$ cat config.mk
export PLATFORM = sky130hd
export DESIGN_NAME = freq_meter
export DESIGN_NICKNAME = d
export VERILOG_FILES = /design/src/rtl/freq_meter_pkg.sv /design/src/rtl/meter_tick_gen.sv /design/src/rtl/meter_edge_sync.sv /design/src/rtl/meter_window.sv /design/src/rtl/freq_meter.sv
export SDC_FILE = /design/constraint.sdc
export NUM_CORES = 1
export LEC_CHECK = 0
export BUFFER_PORTS_ARGS = -buffer_cell sky130_fd_sc_hd__buf_4
export CAP_MARGIN = 20
export CORE_MARGIN = 5
export CORE_UTILIZATION = 55
export CTS_CLUSTER_DIAMETER = 200
export DETAILED_ROUTE_END_ITERATION = 12
export GPL_ROUTABILITY_DRIVEN = 0
export PLACE_DENSITY_LB_ADDON = 0.2
export SLEW_MARGIN = 30
export SYNTH_ARGS = -nofsm -noshare
export SYNTH_HDL_FRONTEND = slang
export SYNTH_HIERARCHICAL = 1
export SYNTH_SLANG_ARGS = --single-unit
$ cat constraint.sdc
create_clock -name clk_i -period 2.85 [get_ports clk_i]
set_input_delay 0.1425 -clock clk_i [delete_from_list [all_inputs] [get_ports clk_i]]
set_output_delay 0.1425 -clock clk_i [all_outputs]
set_load 0.05 [all_outputs]
$ cat src/rtl/freq_meter_pkg.sv
package freq_meter_pkg;
  typedef enum logic {
    WIN_IDLE = 1'b0,
    WIN_RUN  = 1'b1
  } win_state_e;
endpackage

$ cat src/rtl/meter_tick_gen.sv
module meter_tick_gen #(
  parameter int TICK_DIV = 10
) (
  input  logic clk_i,
  input  logic rst_ni,
  output logic tick_o
);
  localparam int DW = (TICK_DIV > 1) ? $clog2(TICK_DIV) : 1;
  localparam logic [DW-1:0] LAST = DW'(TICK_DIV - 1);

  logic [DW-1:0] div_q;

  always_ff @(posedge clk_i or negedge rst_ni) begin
    if (!rst_ni) begin
      div_q  <= '0;
      tick_o <= 1'b0;
    end else begin
      tick_o <= (div_q == LAST);
      div_q  <= (div_q == LAST) ? '0 : div_q + 1'b1;
    end
  end
endmodule

$ cat src/rtl/meter_edge_sync.sv
module meter_edge_sync #(
  parameter int SYNC_STAGES = 2
) (
  input  logic clk_i,
  input  logic rst_ni,
  input  logic d_i,
  output logic rise_o
);
  logic [SYNC_STAGES-1:0] sync_q;
  logic                   prev_q;

  always_ff @(posedge clk_i or negedge rst_ni) begin
    if (!rst_ni) begin
      sync_q <= '0;
      prev_q <= 1'b0;
    end else begin
      sync_q <= {sync_q[SYNC_STAGES-2:0], d_i};
      prev_q <= sync_q[SYNC_STAGES-1];
    end
  end

  // current high, previous low
  assign rise_o = sync_q[SYNC_STAGES-1] & ~prev_q;
endmodule

$ cat src/rtl/meter_window.sv
module meter_window
  import freq_meter_pkg::*;
#(
  parameter int CNT_W         = 16,
  parameter int EDGES_PER_WIN = 8
) (
  input  logic             clk_i,
  input  logic             rst_ni,
  input  logic             rise_i,
  input  logic             tick_i,
  output logic [CNT_W-1:0] count_o,
  output logic             valid_o,
  output logic             ovf_o
);
  localparam int EW = (EDGES_PER_WIN > 1) ? $clog2(EDGES_PER_WIN) : 1;
  localparam logic [EW-1:0]    LAST_EDGE = EW'(EDGES_PER_WIN - 1);
  localparam logic [CNT_W-1:0] CNT_MAX   = '1;

  win_state_e       state_q;
  logic [EW-1:0]    edge_q;
  logic [CNT_W-1:0] ticks_q;
  logic             ovf_q;
  logic             close;

  assign close = rise_i && (state_q == WIN_RUN) && (edge_q == LAST_EDGE);

  always_ff @(posedge clk_i or negedge rst_ni) begin
    if (!rst_ni) begin
      state_q <= WIN_IDLE;
      edge_q  <= '0;
      ticks_q <= '0;
      ovf_q   <= 1'b0;
    end else if (rise_i) begin
      // opening or closing edge both start a fresh window
      state_q <= WIN_RUN;
      if (state_q == WIN_IDLE || close) begin
        edge_q  <= '0;
        ticks_q <= tick_i ? CNT_W'(1) : '0;
        ovf_q   <= 1'b0;
      end else begin
        edge_q <= edge_q + 1'b1;
        if (tick_i) begin
          if (ticks_q == CNT_MAX) ovf_q <= 1'b1;
          else                    ticks_q <= ticks_q + 1'b1;
        end
      end
    end else if (tick_i && state_q == WIN_RUN) begin
      if (ticks_q == CNT_MAX) ovf_q <= 1'b1;
      else                    ticks_q <= ticks_q + 1'b1;
    end
  end

  always_ff @(posedge clk_i or negedge rst_ni) begin
    if (!rst_ni) begin
      count_o <= '0;
      valid_o <= 1'b0;
      ovf_o   <= 1'b0;
    end else begin
      valid_o <= close;
      if (close) begin
        count_o <= ticks_q;
        ovf_o   <= ovf_q;
      end
    end
  end
endmodule

$ cat src/rtl/freq_meter.sv
module freq_meter #(
  parameter int CNT_W         = 16,
  parameter int TICK_DIV      = 10,
  parameter int EDGES_PER_WIN = 8,
  parameter int SYNC_STAGES   = 2
) (
  input  logic             clk_i,
  input  logic             rst_ni,
  input  logic             pulse_i,
  output logic [CNT_W-1:0] count_o,
  output logic             valid_o,
  output logic             ovf_o
);
  logic rise;
  logic tick;

  meter_tick_gen #(.TICK_DIV(TICK_DIV)) u_tick (
    .clk_i (clk_i),
    .rst_ni(rst_ni),
    .tick_o(tick)
  );

  meter_edge_sync #(.SYNC_STAGES(SYNC_STAGES)) u_sync (
    .clk_i (clk_i),
    .rst_ni(rst_ni),
    .d_i   (pulse_i),
    .rise_o(rise)
  );

  meter_window #(.CNT_W(CNT_W), .EDGES_PER_WIN(EDGES_PER_WIN)) u_win (
    .clk_i  (clk_i),
    .rst_ni (rst_ni),
    .rise_i (rise),
    .tick_i (tick),
    .count_o(count_o),
    .valid_o(valid_o),
    .ovf_o  (ovf_o)
  );
endmodule

## Word level (Yosys, flattened, before mapping)

Index checks and enable logic that the tools add are counted.

| operators by class | value |
|---|---|
| add/subtract/negate cells | 3 |
| equality and inequality tests | 4 |
| multiplexer cells | 13 |
| bitwise gates (word level) | 3 |
| reduce and logical (&&, ||, !) cells | 6 |

Operator list:

| operator | number |
|---|---|
| $mux 16 | 5 |
| $add 16x1->16 const B | 1 |
| $eq 16x16->1 const B | 1 |
| $mux 1 | 6 |
| $add 4x1->4 const B | 1 |
| $eq 4x4->1 const B | 1 |
| $mux 4 | 1 |
| $add 3x1->3 const B | 1 |
| $eq 3x3->1 const B | 1 |
| $logic_and 1x1->1 | 3 |
| $mux 3 | 1 |
| $ne 3x3->1 const B | 1 |
| $not 1->1 | 2 |
| $reduce_and 2->1 | 1 |
| $reduce_bool 2->1 | 1 |
| $and 1x1->1 | 1 |
| $logic_or 1x1->1 | 1 |

| storage, ports and cells | value |
|---|---|
| register bits | 47 |
| output and inout bits | 18 |
| word-level logic and storage cells | 40 |

## Longest topological paths before layout

Gate-level depths: netlist (run 1).

| depth | value |
|---|---|
| depth in word-level cells | 7 |
| gate-level depth with buffers | 8 |
| gate-level depth less buffers | 7 |

## Hierarchy

The synthesis (run 1) kept the hierarchy.

By module, submodules not included:

| module | times used | cells an instance | area an instance (um^2) | seq. area each (um^2) |
|---|---|---|---|---|
| meter_window | 1 | 175 | 1814.2 | 975.9 |
| meter_tick_gen | 1 | 16 | 196.4 | 125.1 |
| meter_edge_sync | 1 | 4 | 88.8 | 75.1 |

## Worst setup path after synthesis (run 1)

No wires, ideal clock.

| timing path | value |
|---|---|
| path kind | register to register |
| start point | register u_win.edge_q[0] |
| end point | register u_win.ticks_q[3] |
| library setup time | 0.096 ns |
| arrival time | 1.784 ns |
| setup slack | 0.970 ns |
| stages on the path, launching flop included | 9 |
| cell sequence | dfrtp_1 > ha_1 > ha_1 > nand2b_1 > and2_1 > a21oi_1 > clkbuf_1 > o21ai_0 > o31ai_1 |

| between the ends | value |
|---|---|
| cells in the longest elaborated chain, start to end | 5 |
| elaborated cells on any way between the ends | 7 |
| those cells by class | 2 x eq/ne; 2 x mux; 3 x reduce/logical |

Ends and longest elaborated chain:

| element | RTL line | source |
|---|---|---|
| start: declaration | meter_window.sv:20 | `logic [EW-1:0] edge_q;` |
| start signal: assignment | meter_window.sv:41 | `edge_q <= edge_q + 1'b1;` |
| $eq 3x3->1 (*) | meter_window.sv:25 | `assign close = rise_i && (state_q == WIN_RUN) && (edge_q == LAST_EDGE);` |
| $logic_and 1x1->1 (*) | meter_window.sv:25 |  |
| $logic_or 1x1->1 (*) | meter_window.sv:36 | `if (state_q == WIN_IDLE \|\| close) begin` |
| $ne 3x3->1 (no source line) / $mux 16 (equally long branches) | -- |  |
| $reduce_and 2->1 (no source line) / $mux 16 (equally long branches) | -- |  |
| end signal: assignment | meter_window.sv:38 | `ticks_q <= tick_i ? CNT_W'(1) : '0;` |
| end signal: assignment | meter_window.sv:44 | `else ticks_q <= ticks_q + 1'b1;` |
| end signal: assignment | meter_window.sv:49 | `else ticks_q <= ticks_q + 1'b1;` |
| end: declaration | meter_window.sv:21 | `logic [CNT_W-1:0] ticks_q;` |

Every way passes the cells marked *; elsewhere a longest branch is shown, timed or not.
A chain may end at the register's enable or synchronous reset.

## Worst setup path after layout (run 1)

| timing path | value |
|---|---|
| start point | register u_win.edge_q[0] |
| end point | register u_win.count_o[6] |

| between the ends | value |
|---|---|
| cells in the longest elaborated chain, start to end | 2 |

Ends and longest elaborated chain:

| element | RTL line | source |
|---|---|---|
| $eq 3x3->1 | meter_window.sv:25 |  |
| $logic_and 1x1->1 | meter_window.sv:25 |  |
| end signal: assignment | meter_window.sv:61 | `count_o <= ticks_q;` |
| end: declaration | meter_window.sv:11 | `output logic [CNT_W-1:0] count_o,` |

No other way between the ends.

==> summary.md, run 1 <==
| Metric | Value |
|---|---|
| Status | finished clean |
| Die width | 71.79 µm |
| Power Total | 1.406 mW |
| Type of the worst setup path | reg2reg |
| Clk pwr share | 30.1% |
| CTS root buf | clkbuf_8 |
| Post-CTS sizing | 0 |
| GR Util met2 | 28.67% |
| Routed Antenna Nets | 0 |
| Hold crit path type | reg2reg |
| Final Cycle Share | 70.23% |
| Min Hold Slack | 0.3567 ns |
| Met1 Resource Use GR | 20.58% |
| Worst vdd ir | 0.3435 mV |
| GRT Overall Usage | 17.10% |
| CTS clk-pin slew, worst paths | 0.08 ns |
| Leakage power total | 1.146 nW |
| Seq cells post-synth | 47 |
| Via count | 1588 |
| Die area | 0.005153 mm² |
| Sequential share of the synthesized area | 56.02% |
| CP Capture Type | register |
| DRT Pass-1 Iters | 6 |
| Req. time, crit path | 3.03 ns |
| Share of cells above drive strength 1 | 23.64% |
| Placed Area | 0.002301 mm² |
| Post-CTS setup repair buffer count | 0 |
| Largest net degree at the start of global routing | 48 |
| Area contributors post-synth | dfrtp_1 56%, mux2_2 8.0%, o21ai_0 3.3%, a21oi_1 3.1%, nand2_1 3.0% |
| Synth warn | 6 |
| Post-Route Setup TNS | 0 ns |
| Final hold vios | 0 |
| RSZ-0062 raised after global routing | false |
| Skew final | 0.005100 ns |
| Number of port buffers | 20 |
| DR vias/cell | 5.925 |
| Top cell type's share of synthesized area | 56.02% |
| Vias in the first global route | 1548 |
| P per Cell Area | 580.8 mW/mm² |
| Syn nets | 201 |
| Syn_area_per_cell | 10.77 µm² |
| Switching part of the total | 27.30% |
| Comb power frac | 14.8% |
| Initial antenna violation count | 0 |
| Slew headroom | 46.34% |
| Crit path time final | 2.002 ns |
| Number of inserted diodes | 0 |
| Cell count after synthesis | 195 |
| Synth unique cells | 43 |
| Met3 Usage GRT | 5.189% |
| Final setup viols | 0 |
| Fin area | 0.002421 mm² |
| Least-Margin Pin Slew | 0.7982 ns |
| GRT Max-Usage Layer | met2 |
| Sequential power share | 55.1% |
| First-pass GRT wire length | 6955 µm |
| Area grow syn2layout | 15.32% |
| Nets@finish | 225 |
| Synth area leader | dfrtp_1 |
| CTS Buffer Depth | 2 |
| HPWL after DPL | 2872 µm |
| Number of remaining DRC errors | 0 |
| GR Overflow Total | 0 |
| WP data arrival | 2.18 ns |
| Wirelength per Cell | 15.23 µm |
| Highest Clock Rate | 499.6 MHz |
| Ports | 21 |
| CTS tree | done |
| Cts bufs inserted | 5 |
| Max FO, Critical Path | 12 |
| Clock sink count | 47 |
| Slew Viols, Final | 0 |
| Later-pin clock latency in the skew report | 0.29 ns |
| Max Cap Viol | 0 |
| Total routed wirelength | 4081 µm |
| Startpoint Class | register |
| Sw Pwr | 0.3839 mW |
| Internal cell power | 1.022 mW |
| Commonest cells after routing, fill and taps aside | 47 x dfrtp_1, 23 x buf_4, 17 x nand2_1 |
| Iter 0 DRT Violations | 144 |
| Chip Height | 71.79 µm |
| Post-Syn Area | 0.002100 mm² |
| Leading cell type in the layout, fill and taps excluded | dfrtp_1 |
| Core Box Area | 0.003689 mm² |
| H-tree levels | 2 |
| Starting Density | 56.92% |
| Hold_buf cts | 2 |
| Standard-cell row count | 22 |
-- area by class of cell --
type	instances	area (µm²)
clock buffer	8	100.1
fill	294	1267
inverter	10	37.54
multi-input combinational	130	854.6
sequential	47	1176
tap	48	60.06
timing repair buffer	25	192.7
-- Yosys cell counts, drive strengths merged --
| cell | n |
|---|---|
| o211ai | 1 |
| nand3 | 10 |
| or4 | 1 |
| nand4b | 1 |
| o21a | 2 |
| mux2 | 15 |
| a221o | 1 |
| o22a | 1 |
| xnor2 | 1 |
| o22ai | 3 |
| a22o | 1 |
| a41o | 1 |
| a31oi | 6 |
| and4 | 1 |
| or3 | 2 |
| or2 | 1 |
| clkbuf | 6 |
| nor4 | 1 |
| nor2 | 9 |
| or3b | 1 |
| dfrtp | 47 |
| a41oi | 1 |
| nor3 | 3 |
| nand4 | 4 |
| nand2 | 17 |
| ha | 3 |
| nor3b | 1 |
| inv | 10 |
| and3 | 2 |
| o31ai | 3 |
| nand2b | 1 |
| buf | 2 |
| nor2b | 2 |
| nand3b | 1 |
| o21ai | 17 |
| a21oi | 13 |
| a21o | 2 |
| and2 | 1 |
-- sequential cells by signal, summed over array words and instances (netlist names) --
| name | cells |
|---|---|
| u_sync/prev_q | 1 |
| u_sync/sync_q | 2 |
| u_tick/div_q | 4 |
| u_tick/tick_o | 1 |
| u_win/count_o | 16 |
| u_win/edge_q | 3 |
| u_win/ovf_o | 1 |
| u_win/ovf_q | 1 |
| u_win/state_q | 1 |
| u_win/ticks_q | 16 |
| u_win/valid_o | 1 |
-- worst paths after layout --
| kind | startpoint | end | slack (ns) | cells past startpoint |
|---|---|---|---|---|
| max in group asynchronous | rst_ni | u_win/count_o[7] | 2.07 | 2 |
| worst min register to register | u_sync/sync_q[0] | u_sync/sync_q[1] | 0.36 | 0 |
| worst max register to register | u_win/edge_q[0] | u_win/count_o[6] | 0.85 | 5 |
| worst max-delay path | u_win/edge_q[0] | u_win/count_o[6] | 0.85 | 5 |
| worst min-delay path | u_sync/sync_q[0] | u_sync/sync_q[1] | 0.36 | 0 |
| min in group asynchronous | rst_ni | u_win/count_o[3] | 0.38 | 2 |
-- power by group through the flow --
stage          logic, mW  registers [mW]  clock network [mW]
2_1_floorplan     0.0963           0.818                   0
3_3_place_gp       0.194           0.782                   0
3_5_place_dp       0.204           0.787                   0
4_1_cts            0.211           0.774               0.437
5_1_grt            0.231           0.783               0.469
6_report           0.208           0.775               0.423
-- per-stage QoR --
stage	std cells	utilization (%)	setup WS (ns)
6_report	268	65.64	0.8484
5_1_grt	268	65.64	0.7191
4_1_cts	268	65.64	0.8309
3_5_place_dp	258	62.38	0.8583
3_3_place_gp	258	62.38	0.9292
2_1_floorplan	195	-	0.9704
-- per-layer routing --
layer | wire (µm) | share of wire (%) | vias to the layer above
met4 | 46 | 1.1 | 0
li1 | - | - | 747
met2 | 2078 | 51 | 51
met1 | 1727 | 42 | 783
met5 | 0 | 0 | -
met3 | 228 | 5.6 | 7
-- critical path, cell delays in order (launching register included) --
cell and delay (ns):
dfrtp_1 0.42, ha_1 0.21, ha_1 0.22, nand3_1 0.39
buf_4 0.28, mux2_2 0.35
-- cell families after synthesis --
| logic type | after synthesis | synth area share [%] |
|---|---|---|
| mux | 15 | 8.045 |
| compound gates | 52 | 14.90 |
| xor+xnor | 1 | 0.4172 |
| simple gates | 59 | 15.56 |
| buf+inv | 18 | 3.277 |
| fa+ha+maj | 3 | 1.788 |
| flops | 47 | 56.02 |
Note: power is estimated with default switching activity, not from simulation.
==> run 2: changes to the inputs <==
==> constraint.sdc (replaced) <==
create_clock -name clk_i -period 2.1 [get_ports clk_i]
set_input_delay 0.105 -clock clk_i [delete_from_list [all_inputs] [get_ports clk_i]]
set_output_delay 0.105 -clock clk_i [all_outputs]
set_load 0.05 [all_outputs]
==> run 2 against run 1 <==
Compared with the run above: sequential power rose by 35%; critical path depth increased by 1; first-iteration DRC count is 66% higher; maximum frequency grew 3.1%; largest power group unchanged.
==> summary.md, run 2 (synthesis results as in run 1) <==
| Metric | Value |
|---|---|
| Core Box Area | 0.003689 mm² |
| Number of remaining DRC errors | 0 |
| Met1 Resource Use GR | 21.61% |
| Area grow syn2layout | 17.58% |
| Final Cycle Share | 92.41% |
| Pre-CTS setup slack | 0.1976 ns |
| Total routed wirelength | 4330 µm |
| Via count | 1608 |
| Final hold vios | 0 |
| Ports | 21 |
| Top flop regs | u_win/count_o x16, u_win/ticks_q x16, u_tick/div_q x4 |
| Share of cells above drive strength 1 | 25.45% |
| Final setup margin | 0.1593 ns |
| Initial antenna violation count | 0 |
| First-pass GRT wire length | 7369 µm |
| Reg2reg end | u_win/ticks_q[10] |
| Power Total | 2.014 mW |
| Least-Margin Pin Slew | 0.5774 ns |
| Chip Height | 71.79 µm |
| Placed Instances | 262 |
| Slew headroom | 61.50% |
| Post-CTS sizing | 0 |
| Crit path time final | 1.941 ns |
| Vias in the first global route | 1563 |
| HPWL after DPL | 2959 µm |
| CTS tree | done |
| Die area | 0.005153 mm² |
| Skew final | 0.005444 ns |
| GRT Overall Usage | 18.39% |
| Wirelength per Cell | 15.92 µm |
| P per Cell Area | 816.0 mW/mm² |
| Clock sink count | 47 |
| CTS clk-pin slew, worst paths | 0.08 ns |
| Met3 Usage GRT | 3.787% |
| Cts bufs inserted | 5 |
| DRT Pass-1 Iters | 4 |
| Starting Density | 56.92% |
| Number of port buffers | 20 |
| Commonest cells after routing, fill and taps aside | 47 x dfrtp_1, 27 x buf_4, 17 x nand2_1 |
| Later-pin clock latency in the skew report | 0.30 ns |
| Min Hold Slack | 0.3445 ns |
| Multi-input gate area | 854.6 µm² |
| Req. time, crit path | 2.29 ns |
| DR vias/cell | 5.912 |
| Slew Viols, Final | 0 |
| CP Capture Type | register |
| Layout Cells excl Fill | 272 |
| Max FO, Critical Path | 7 |
| R2R setup slack | 0.16 ns |
| Post-Route Setup TNS | 0 ns |
| Number of inserted diodes | 0 |
| H-tree levels | 2 |
| Worst vdd ir | 0.3900 mV |
| Type of the worst setup path | reg2reg |
| Leakage power total | 1.178 nW |
| GR Util met2 | 32.55% |
| Leading cell type in the layout, fill and taps excluded | dfrtp_1 |
| Die width | 71.79 µm |
| GRT Max-Usage Layer | met2 |
| Iter 0 DRT Violations | 239 |
| Nets@finish | 229 |
| Status | finished clean |
| Startpoint Class | register |
| Sequential Area | 0.001176 mm² |
| RSZ-0062 raised after global routing | false |
| Largest net degree at the start of global routing | 48 |
| Max Cap Viol | 0 |
| Highest Clock Rate | 515.3 MHz |
| GR Overflow Total | 0 |
| WP data arrival | 2.13 ns |
| CTS root buf | clkbuf_8 |
| Final setup viols | 0 |
| Hold crit path type | in2async |
| Reg2reg path depth | 6 |
| CTS Buffer Depth | 2 |
| FF-to-FF Start | u_win/ticks_q[0] |
| Standard-cell row count | 22 |
| FILL cells | 301 |
| Routed Antenna Nets | 0 |
## run 2: layout make-up
cell class | count | area share (%)
flip-flops and latches | 47 | 47.64
multi-input cells | 130 | 34.62
repair buffers | 29 | 9.022
clock buffers | 6 | 3.345
well taps | 48 | 2.433
inverters | 10 | 1.521
clock inverters | 2 | 1.419
## run 2: worst max path at each step
stage / from / endpoint / cells past startpoint
after detailed placement: u_win/edge_q[0] / u_win/ticks_q[15] / 8
after global placement: u_win/ticks_q[3] / u_win/ticks_q[10] / 5
after CTS: u_win/ticks_q[0] / u_win/ticks_q[10] / 6
final: u_win/ticks_q[0] / u_win/ticks_q[10] / 6
after floorplan: u_win/edge_q[0] / u_win/ticks_q[3] / 8
after global routing: u_win/edge_q[0] / u_win/ticks_q[8] / 8
## run 2: where the power goes
group | switching (mW) | leakage (nW) | total (mW) | internal [mW]
sequential | 0.0734 | 0.625 | 1.05 | 0.980
combinational | 0.178 | 0.492 | 0.285 | 0.107
clock | 0.291 | 0.0612 | 0.676 | 0.385
total | 0.542 | 1.18 | 2.01 | 1.47
## run 2: critical path, stage by stage, from the launching register on
cell	delay (ns)
dfrtp_1	0.43
ha_1	0.23
nand3_1	0.13
or4_1	0.68
nand4_1	0.18
or3_1	0.11
nand3_1	0.07
## run 2: layer usage
| metal | part of all wire, % | routed length [µm] |
|---|---|---|
| met5 | 0 | 0 |
| met4 | 1.8 | 79 |
| met3 | 5.2 | 224 |
| met2 | 52 | 2232 |
| met1 | 41 | 1794 |
## run 2: through the flow
step / instance area (µm²) / util [%]
after global routing: 2469 / 66.93
after CTS: 2469 / 66.93
after detailed placement: 2331 / 63.20
after floorplan: 2100 / -
after global placement: 2331 / 63.20
final: 2469 / 66.93
## run 2: what timing repair did
item                                   CTS  global route
hold buffers                             2             0
setup buffers                            0             0
endpoints found under the hold margin   48             0
==> run 3: changes to the inputs <==
--- a/config.mk
+++ b/config.mk
@@ -7,7 +7,7 @@
 export LEC_CHECK = 0
 export BUFFER_PORTS_ARGS = -buffer_cell sky130_fd_sc_hd__buf_4
 export CAP_MARGIN = 20
-export CORE_MARGIN = 5
+export CORE_MARGIN = 3
 export CORE_UTILIZATION = 55
 export CTS_CLUSTER_DIAMETER = 200
 export DETAILED_ROUTE_END_ITERATION = 12
==> constraint.sdc (replaced) <==
create_clock -name clk_i -period 2.1 [get_ports clk_i]
set_input_delay 0.21 -clock clk_i [delete_from_list [all_inputs] [get_ports clk_i]]
set_output_delay 0.21 -clock clk_i [all_outputs]
set_load 0.05 [all_outputs]
==> run 3 against run 2 <==
Compared with the run above: maximum frequency decreased by 2.3%; setup slack worse by 0.047 ns; largest power group unchanged; worst hold slack improved by 0.010 ns; total power is 5.3% lower; sequential cell count unchanged; combinational power decreased by 1%; cell count shrank 0.74%; critical path depth increased by 2; global-route usage is 2.2 points higher; routed wire length fell by 2.1%; die area fell by 11%; sequential share of layout area rose by 0.39 points.
==> summary.md, run 3 (synthesis results as in run 1) <==
| Metric | Value |
|---|---|
| Skew final | 0.003642 ns |
| Top flop regs | u_win/count_o x16, u_win/ticks_q x16, u_tick/div_q x4 |
| Total routed wirelength | 4237 µm |
| Final Cycle Share | 94.63% |
| R2R setup slack | 0.11 ns |
| Highest Clock Rate | 503.2 MHz |
| Crit path time final | 1.987 ns |
| Slew headroom | 62.94% |
| Final setup viols | 0 |
| Standard-cell row count | 21 |
| Post-CTS setup repair buffer count | 0 |
| Area grow syn2layout | 16.63% |
| Starting Density | 60.08% |
| CP Capture Type | register |
| Initial antenna violation count | 0 |
| GR Overflow Total | 0 |
| FILL cells | 244 |
| Slowest stage delay, CP | 0.38 ns |
| Via count | 1611 |
| CTS clk-pin slew, worst paths | 0.08 ns |
| Nets@finish | 229 |
| Vias in the first global route | 1517 |
| Worst vdd ir | 0.5212 mV |
| Least-Margin Pin Slew | 0.5559 ns |
| Hold EP | u_sync/sync_q[1] |
| Leading cell type in the layout, fill and taps excluded | dfrtp_1 |
| Number of remaining DRC errors | 0 |
| Post-CTS sizing | 0 |
| Chip Height | 67.79 µm |
| Worst-path cell chain | ha_1 > ha_1 > nand2b_1 > and2_1 > a21oi_1 > buf_4 > a21o_1 > a22o_1 |
| Leakage power total | 1.168 nW |
| Cts bufs inserted | 5 |
| Crit-path most repeated cell | ha_1 |
| Hold path cells | 0 |
| Number of inserted diodes | 0 |
| Placed Instances | 260 |
| Die width | 67.79 µm |
| Post-Route Setup TNS | 0 ns |
| Reg2reg end | u_win/ticks_q[15] |
| Clock sink count | 47 |
| Hold_buf cts | 1 |
| DRT Pass-1 Iters | 4 |
| Die area | 0.004595 mm² |
| Routed Antenna Nets | 0 |
| Hold Path Origin | u_sync/sync_q[0] |
| GRT Overall Usage | 20.64% |
| CTS root buf | clkbuf_8 |
| P per Cell Area | 779.2 mW/mm² |
| First-pass GRT wire length | 6900 µm |
| Hold crit path type | reg2reg |
| DR vias/cell | 5.967 |
| Largest net degree at the start of global routing | 48 |
| Slowest cell on the critical path | dfrtp_1 |
| Commonest cells after routing, fill and taps aside | 47 x dfrtp_1, 27 x buf_4, 17 x nand2_1 |
| HPWL after DPL | 2933 µm |
| Share of cells above drive strength 1 | 25.00% |
| Layout Cells excl Fill | 270 |
| Slew Viols, Final | 0 |
| CTS tree | done |
| Final core area utilization | 70.07% |
| Later-pin clock latency in the skew report | 0.30 ns |
| Max Cap Viol | 0 |
| CTS Buffer Depth | 2 |
| Core Box Area | 0.003495 mm² |
| Wirelength per Cell | 15.69 µm |
| Number of port buffers | 20 |
| FF-to-FF Start | u_win/edge_q[0] |
| Type of the worst setup path | reg2reg |
| Reg2reg path depth | 8 |
| WP buf/inv | 1 |
| Final hold vios | 0 |
| Ports | 21 |
| Req. time, crit path | 2.29 ns |
| Cell family with most CP delay | simple AND/OR/NAND/NOR gates |
| Max FO, Critical Path | 12 |
| RSZ-0062 raised after global routing | false |
| H-tree levels | 2 |
| Status | finished clean |
| Iter 0 DRT Violations | 111 |
| Startpoint Class | register |
| WP data arrival | 2.17 ns |
==> run 3: per-layer routing <==
| metal | track usage (%) | up-vias | wire (µm) |
|---|---|---|---|
| met5 | 0 | - | 0 |
| met4 | 10.67 | 0 | 99 |
| met2 | 33.54 | 54 | 2162 |
| met3 | 5.491 | 11 | 253 |
| met1 | 25.16 | 786 | 1721 |
| li1 | - | 760 | - |
==> run 3: worst max-delay path by stage <==
stage | from | cells past startpoint | slack (ns) | end
2_1_floorplan | u_win/edge_q[0] | 8 | 0.22 | u_win/ticks_q[3]
3_3_place_gp | u_win/ticks_q[0] | 6 | 0.30 | u_win/ticks_q[10]
3_5_place_dp | u_win/edge_q[0] | 8 | 0.17 | u_win/ticks_q[15]
4_1_cts | u_win/edge_q[0] | 8 | 0.12 | u_win/ticks_q[15]
5_1_grt | u_win/edge_q[0] | 8 | 0.02 | u_win/ticks_q[8]
6_report | u_win/edge_q[0] | 8 | 0.11 | u_win/ticks_q[15]
==> run 3: power breakdown <==
part	leakage [nW]	switching (mW)	total (mW)	internal, mW
clock	0.0515	0.274	0.574	0.300
combinational	0.492	0.174	0.281	0.107
sequential	0.625	0.0731	1.05	0.980
total	1.17	0.521	1.91	1.39
==> run 3: worst reg2reg max path, cell delays in order, from the launching register on <==
cell and delay (ns):
dfrtp_1 0.38, ha_1 0.17, ha_1 0.20, nand2b_1 0.23, and2_1 0.26, a21oi_1 0.06
buf_4 0.19, a21o_1 0.16, a22o_1 0.22
==> run 3: metrics by stage <==
stage	setup WS, ns	hold slack (ns)	power [mW]	area, µm²
3_5_place_dp	0.1685	0.2453	1.351	2328
2_1_floorplan	0.2204	-0.08559	1.241	2100
4_1_cts	0.1192	0.007028	1.929	2439
6_report	0.1127	0.3547	1.908	2449
5_1_grt	0.01667	0.3612	2.002	2449
3_3_place_gp	0.2981	0.2409	1.324	2328
==> run 3: layout make-up <==
cell class,count,area [µm²],share of cell area (%)
flip-flops and latches,47,1176,48.03
multi-input cells,130,854.6,34.90
well taps,46,57.56,2.351
inverters,10,37.54,1.533
repair buffers,29,222.7,9.096
clock buffers,8,100.1,4.088
